**src/rtl/trs_pkg.sv**
```systemverilog
package trs_pkg;

  typedef enum logic [1:0] {
    SRC_EXT = 2'd0,
    SRC_INT = 2'd1,
    SRC_DIV = 2'd2,
    SRC_PIN = 2'd3
  } src_e;

  localparam int MODE_W = 4;
  localparam int SIG_W  = 4;

  // index of each conditioned input inside the signal vector
  localparam int SIG_LINE = 0;
  localparam int SIG_EXT  = 1;
  localparam int SIG_INT  = 2;
  localparam int SIG_PIN  = 3;

  function automatic src_e major_of(input logic [MODE_W-1:0] m);
    return src_e'({m[3], m[1]});
  endfunction

endpackage

```
**src/rtl/trs_sync.sv**
```systemverilog
module trs_sync #(
  parameter int W      = 4,
  parameter int STAGES = 2
) (
  input  logic         clk,
  input  logic         rst,
  input  logic [W-1:0] async_in,
  output logic [W-1:0] sync_out
);

  logic [STAGES-1:0][W-1:0] chain;

  always_ff @(posedge clk) begin
    if (rst) begin
      chain <= '0;
    end else begin
      chain[0] <= async_in;
      for (int i = 1; i < STAGES; i++) begin
        chain[i] <= chain[i-1];
      end
    end
  end

  assign sync_out = chain[STAGES-1];

endmodule

```
**src/rtl/trs_edge.sv**
```systemverilog
module trs_edge #(
  parameter int         W         = 4,
  parameter logic [W-1:0] RISE_MASK = '0
) (
  input  logic         clk,
  input  logic         rst,
  input  logic [W-1:0] level,
  output logic [W-1:0] edge_o
);

  logic [W-1:0] prev_q;

  always_ff @(posedge clk) begin
    if (rst) prev_q <= '0;
    else     prev_q <= level;
  end

  generate
    for (genvar g = 0; g < W; g++) begin : g_bit
      if (RISE_MASK[g]) begin : g_rise
        assign edge_o[g] = level[g] & ~prev_q[g];
      end else begin : g_fall
        assign edge_o[g] = ~level[g] & prev_q[g];
      end
    end
  endgenerate

endmodule

```
**src/rtl/trs_divider.sv**
```systemverilog
module trs_divider #(
  parameter int DIV_A = 193,
  parameter int DIV_B = 256,
  parameter int CNT_W = 8
) (
  input  logic clk,
  input  logic rst,
  input  logic reload,
  input  logic enable,
  input  logic sel_b,
  input  logic tick,
  output logic term
);

  logic [CNT_W-1:0] count_q;
  logic [CNT_W-1:0] last_val;

  assign last_val = sel_b ? CNT_W'(DIV_B - 1) : CNT_W'(DIV_A - 1);
  assign term     = enable & tick & (count_q == last_val);

  always_ff @(posedge clk) begin
    if (rst || reload || !enable) begin
      count_q <= '0;
    end else if (tick) begin
      count_q <= term ? '0 : count_q + 1'b1;
    end
  end

  // the count never passes the selected terminal value
  a_r5_count_in_range: assert property (@(posedge clk) disable iff (rst)
    (!reload && enable) |-> (count_q <= last_val));

  // a reload restarts the count from zero
  a_r6_reload_clears: assert property (@(posedge clk) disable iff (rst)
    reload |=> (count_q == '0));

endmodule

```
**src/rtl/trs_mode_decode.sv**
```systemverilog
module trs_mode_decode
  import trs_pkg::*;
(
  input  logic [MODE_W-1:0] mode,
  output src_e              src,
  output logic              sel_b,
  output logic              pin_oe
);

  always_comb begin
    src    = major_of(mode);
    sel_b  = mode[0];
    pin_oe = mode[2] && (src != SRC_PIN);
  end

endmodule

```
**src/rtl/trunk_ref_select.sv**
```systemverilog
module trunk_ref_select
  import trs_pkg::*;
#(
  parameter int DIV_T1      = 193,
  parameter int DIV_E1      = 256,
  parameter int SYNC_STAGES = 2
) (
  input  logic       clk,
  input  logic       rst,
  input  logic [3:0] mode_sel,
  input  logic       line_clk_in,
  input  logic       ext_8k_in,
  input  logic       int_8k_in,
  input  logic       frame_pin_in,
  output logic       ref_strobe,
  output logic [1:0] ref_src,
  output logic       frame_pin_oe,
  output logic       frame_pin_out
);

  localparam int DIV_MAX = (DIV_T1 > DIV_E1) ? DIV_T1 : DIV_E1;
  localparam int CNT_W   = $clog2(DIV_MAX);
  localparam logic [SIG_W-1:0] RISE_MASK = SIG_W'(1) << SIG_LINE;

  logic [MODE_W-1:0] mode_s, mode_r;
  logic [SIG_W-1:0]  sig_raw, sig_s, sig_e;
  logic              mode_changed;
  src_e              src_d;
  logic              sel_b_d, oe_d;
  logic              div_term;
  logic              strobe_d;

  trs_sync #(.W(MODE_W), .STAGES(SYNC_STAGES)) u_mode_sync (
    .clk(clk), .rst(rst), .async_in(mode_sel), .sync_out(mode_s)
  );

  always_comb begin
    sig_raw           = '0;
    sig_raw[SIG_LINE] = line_clk_in;
    sig_raw[SIG_EXT]  = ext_8k_in;
    sig_raw[SIG_INT]  = int_8k_in;
    sig_raw[SIG_PIN]  = frame_pin_in;
  end

  trs_sync #(.W(SIG_W), .STAGES(SYNC_STAGES)) u_sig_sync (
    .clk(clk), .rst(rst), .async_in(sig_raw), .sync_out(sig_s)
  );

  trs_edge #(.W(SIG_W), .RISE_MASK(RISE_MASK)) u_edge (
    .clk(clk), .rst(rst), .level(sig_s), .edge_o(sig_e)
  );

  always_ff @(posedge clk) begin
    if (rst) mode_r <= '0;
    else     mode_r <= mode_s;
  end

  assign mode_changed = (mode_s != mode_r);

  trs_mode_decode u_decode (
    .mode(mode_s), .src(src_d), .sel_b(sel_b_d), .pin_oe(oe_d)
  );

  trs_divider #(.DIV_A(DIV_T1), .DIV_B(DIV_E1), .CNT_W(CNT_W)) u_div (
    .clk(clk), .rst(rst), .reload(mode_changed),
    .enable(src_d == SRC_DIV), .sel_b(sel_b_d),
    .tick(sig_e[SIG_LINE]), .term(div_term)
  );

  always_comb begin
    unique case (src_d)
      SRC_EXT: strobe_d = sig_e[SIG_EXT];
      SRC_INT: strobe_d = sig_e[SIG_INT];
      SRC_DIV: strobe_d = div_term;
      SRC_PIN: strobe_d = sig_e[SIG_PIN];
      default: strobe_d = 1'b0;
    endcase
    if (mode_changed) strobe_d = 1'b0;
  end

  always_ff @(posedge clk) begin
    if (rst) begin
      ref_strobe    <= 1'b0;
      ref_src       <= SRC_EXT;
      frame_pin_oe  <= 1'b0;
      frame_pin_out <= 1'b1;
    end else begin
      ref_strobe    <= strobe_d;
      ref_src       <= src_d;
      frame_pin_oe  <= oe_d;
      frame_pin_out <= ~(strobe_d & oe_d);
    end
  end

  // free-run always leaves the pin as an input
  a_r7_free_pin_input: assert property (@(posedge clk) disable iff (rst)
    (ref_src == SRC_PIN) |-> !frame_pin_oe);

  // an undriven pin rests high
  a_r9_idle_high: assert property (@(posedge clk) disable iff (rst)
    !frame_pin_oe |-> frame_pin_out);

  // a driven pin mirrors the strobe, active low
  a_r9_pulse_match: assert property (@(posedge clk) disable iff (rst)
    frame_pin_oe |-> (frame_pin_out == !ref_strobe));

  // the cycle after a mode change carries no strobe
  a_r6_change_quiet: assert property (@(posedge clk) disable iff (rst)
    mode_changed |=> !ref_strobe);

  // strobes are single-cycle pulses
  a_r3_single_cycle: assert property (@(posedge clk) disable iff (rst)
    ref_strobe |=> !ref_strobe);

endmodule

```
**config.mk**
```make
export PLATFORM = sky130hd
export DESIGN_NAME = trunk_ref_select
export DESIGN_NICKNAME = d
export VERILOG_FILES = /design/src/rtl/trs_pkg.sv /design/src/rtl/trs_sync.sv /design/src/rtl/trs_edge.sv /design/src/rtl/trs_divider.sv /design/src/rtl/trs_mode_decode.sv /design/src/rtl/trunk_ref_select.sv
export SDC_FILE = /design/constraint.sdc
export NUM_CORES = 1
export LEC_CHECK = 0
export BUFFER_PORTS_ARGS = -buffer_cell sky130_fd_sc_hd__buf_4
export CELL_PAD_IN_SITES_DETAIL_PLACEMENT = 1
export CELL_PAD_IN_SITES_GLOBAL_PLACEMENT = 1
export CORE_AREA = 2 2 56 58
export DETAILED_ROUTE_END_ITERATION = 8
export DIE_AREA = 0 0 58 60
export PLACE_DENSITY_LB_ADDON = 0.3
export RECOVER_POWER = 50
export SETUP_SLACK_MARGIN = 0.4
export SYNTH_ARGS = -nofsm -noshare
export SYNTH_HDL_FRONTEND = slang
export SYNTH_SLANG_ARGS = --single-unit
```
**constraint.sdc**
```tcl
create_clock -name clk -period 4.7 [get_ports clk]
set_input_delay 1.175 -clock clk [delete_from_list [all_inputs] [get_ports clk]]
set_output_delay 1.175 -clock clk [all_outputs]
set_load 0.1 [all_outputs]
```
==> key figures <==
Timing
  • Relative slew slack: 0.222
  • Unrepaired setup endpoints after global routing: false
  • Endpoints failing setup: 0
  • Count of pins over their slew limit: 0
  • Total Neg Setup Slack: 0 ps
  • Transition time of the tightest slew-check pin: 1170 ps
  • Upper clock frequency limit: 390 MHz
  • Post-layout min period: 2570 ps
  • Share of the cycle needed by the critical path after routing: 0.546
  • Worst setup skew after layout: 6.80 ps
  • Hold Worst Slack: 443 ps
  • Final hold violations: 0

Synthesis
  • Count of synthesis-stage warnings from yosys: 0
  • Fraction of post-synthesis cell area in the top cell type by area: 0.548
  • Library cells used by synthesis: 32
  • Fraction of registers with async set or reset after synthesis: 0
  • Count of flip-flops with a built-in enable after synthesis: 0
  • Largest cells by area after synthesis: sky130_fd_sc_hd__dfxtp_1 55%, sky130_fd_sc_hd__nor2b_1 11%, sky130_fd_sc_hd__xnor2_1 5.5%
  • Cell Area, Synth: 1280 um^2
  • Top flip-flop cell by instance count after synthesis: sky130_fd_sc_hd__dfxtp_1
  • Number of synthesized register bits: 35
  • Share of synthesized area occupied by flip-flops and latches: 0.548
  • Post-synthesis instance total: 122
  • Syn Nets: 133
  • Average cell area after synthesis: 10.5 um^2
  • Library cell with the largest summed area after synthesis: sky130_fd_sc_hd__dfxtp_1

Power
  • Power share of the combinational group: 0.073
  • Clock power frac: 0.304
  • Switching power: 0.119 mW
  • Worst vdd ir: 0.226 mV
  • Fraction of power consumed by sequential logic: 0.623
  • Switching Fraction: 0.239
  • Leakage dissipation: 0.513 nW
  • Total internal power: 0.378 mW
  • P per Cell Area: 344 nW/um^2

Detailed routing
  • Average wire per standard cell: 12.8 um
  • Total number of vias: 855
  • Detailed-route vias per instance: 4.97
  • First-iteration detailed-routing DRC count: 26
  • DR pass1 iterations: 4
  • Remaining number of nets flagged by the antenna check after routing: 0
  • Drt total wl: 2210 um
  • Count of unresolved DRC violations after routing: 0

Die
  • Die area: 3480 um^2
  • Chip height: 60 um
  • Std cell rows: 20
  • Area of the core: 2900 um^2
  • Starting Density: 0.441
  • Die outline width: 58 um
  • I/O pin count: 15

Worst setup path
  • Crit-path max cell delay: 470 ps
  • Dominant delay contributor by cell family on the critical path: simple AND/OR/NAND/NOR gates
  • Slowest-stage cell, CP: sky130_fd_sc_hd__or3b_2
  • Category of the worst setup path launch point: input port
  • Arrival time of data at the critical path endpoint: 2790 ps
  • Kind of end point of the critical path: flop
  • CP max FO: 28
  • Critical Path RT: 4930 ps
  • Path type of the worst setup path: in2reg
  • Cell breakdown of the critical path: clkbuf_1, nor2b_2, a21boi_0, or3b_2, a21o_2
  • Buffer and inverter count on the worst path: 1

GRT
  • Number of global-route vias before repair: 806
  • Total routing usage reported by global routing: 0.147
  • First-pass GRT wire length: 3700 um
  • Antenna violations before repair: 0
  • Maximum number of pins on one net before global-route repair: 29
  • Leftover overflow at the end of global routing: 0

Clocking
  • Number of CTS-inserted buffers: 5
  • Worst skew pair latency: 330 ps
  • Root cell of the clock tree: sky130_fd_sc_hd__clkbuf_4
  • Clock transition at the register clock pins on the worst setup and hold paths after CTS: 100 ps
  • Clock sinks: 35
  • Max H-tree Level: 2
  • Buffer levels on the longest clock path: 2
  • Setup fix buffers added after clock tree synthesis: 0
  • Hold-fix buffers, CTS: 0
  • CTS tree: done
  • Post-cts sizing count: 0

Hold path
  • Class of the worst hold path: reg2reg

Run
  • Total of max-cap violations: 0

Cells and area
  • Layout overhead on the synthesized area: 12.9%
  • Post-layout nets: 149
  • Fraction of final layout cells with drive strength greater than 1: 0.194
  • Antenna diode count: 0

Place
  • Post-DP HPWL: 1570 um
  • Port bufs: 14
  • Routability congestion estimate from global placement: 0.710

Run status
  • Run status: completed
-- worst paths after layout --
check                          startpoint               end  slack (ps)  cells past startpoint
hold reg to reg    u_sig_sync.sync_out[1]  u_edge.prev_q[1]         440                      2
setup / recovery                      rst     frame_pin_out        2130                      5
hold / removal     u_sig_sync.sync_out[1]  u_edge.prev_q[1]         440                      2
setup reg to reg  u_mode_sync.sync_out[0]     frame_pin_out        2950                      4
-- worst reg2reg max path: stages, from the launching register on --
cell and delay [ps]:
sky130_fd_sc_hd__dfxtp_1 470, sky130_fd_sc_hd__xnor2_1 170, sky130_fd_sc_hd__nand4_1 260, sky130_fd_sc_hd__or3b_2 540
sky130_fd_sc_hd__a21o_2 200
-- final cells by class --
type	count	area, um^2
clock inverter	1	5.00
clock buffer	7	45.0
fill	347	1460
inverter	3	11.3
timing repair buffer	14	101
tap	33	41.3
multi-input combinational	79	539
sequential	35	701
-- cells in the mapped netlist (2+ instances only) --
cell type	instances
sky130_fd_sc_hd__nor2_1	9
sky130_fd_sc_hd__xor2_1	3
sky130_fd_sc_hd__clkbuf_1	2
sky130_fd_sc_hd__nand4_1	2
sky130_fd_sc_hd__nor4_1	3
sky130_fd_sc_hd__xnor2_1	8
sky130_fd_sc_hd__nand2b_1	3
sky130_fd_sc_hd__dfxtp_1	35
sky130_fd_sc_hd__nor3_1	2
sky130_fd_sc_hd__nand2_1	7
sky130_fd_sc_hd__buf_4	2
sky130_fd_sc_hd__nand3_1	3
sky130_fd_sc_hd__nor2b_1	22
sky130_fd_sc_hd__inv_1	3
-- placed cells by master, fill, tap and decap left out, drive strengths merged, types with 2 or more instances in the layout --
cell     netlist  final
dfxtp         35     35
nor2b         23     23
buf            3     13
nor2           9      9
xnor2          8      8
nand2          8      8
clkbuf         2      8
inv            3      3
nand3          3      3
nand2b         3      3
nor4           3      3
xor2           3      3
nand4          2      2
nor3           2      2
or3            2      2
a2111oi        2      2
-- state kept, by name, indices dropped and copies added (netlist names) --
name / count
frame_pin_out: 1
u_sig_sync.chain: 4
frame_pin_oe: 1
u_sig_sync.sync_out: 4
u_div.count_q: 8
u_mode_sync.sync_out: 4
ref_strobe: 1
mode_r: 4
u_mode_sync.chain: 4
u_edge.prev_q: 4
-- kinds of logic after synthesis --
| logic type | synth area share |
|---|---|
| flops | 0.548 |
| simple gates | 0.251 |
| compound gates | 0.0851 |
| xor+xnor | 0.0753 |
| buf+inv | 0.0303 |
| fa+ha+maj | 0.00978 |
-- metal layers --
layer  global-route usage  part of all wire
met3               0.0649             0.043
met1                0.166              0.44
met2                0.240              0.50
met4               0.0698             0.014
met5                    0                 0
-- stage by stage --
stage          area [um^2]  std cells   util  worst slack [ps]  power (mW)
4_1_cts               1450        172  0.499              2510       0.505
3_3_place_gp          1400        164  0.481              2230       0.352
5_1_grt               1440        172  0.497              1980       0.522
3_5_place_dp          1400        164  0.481              2170       0.354
6_report              1440        172  0.497              2130       0.497
2_1_floorplan         1280        122      -              2340       0.342
-- power by group through the flow --
stage	sequential (mW)	combinational (mW)	clock, mW
3_5_place_dp	0.317	0.0368	0
4_1_cts	0.310	0.0370	0.158
2_1_floorplan	0.320	0.0225	0
6_report	0.310	0.0362	0.151
5_1_grt	0.311	0.0394	0.171
3_3_place_gp	0.316	0.0357	0
Note: power is estimated with default switching activity, not from simulation.
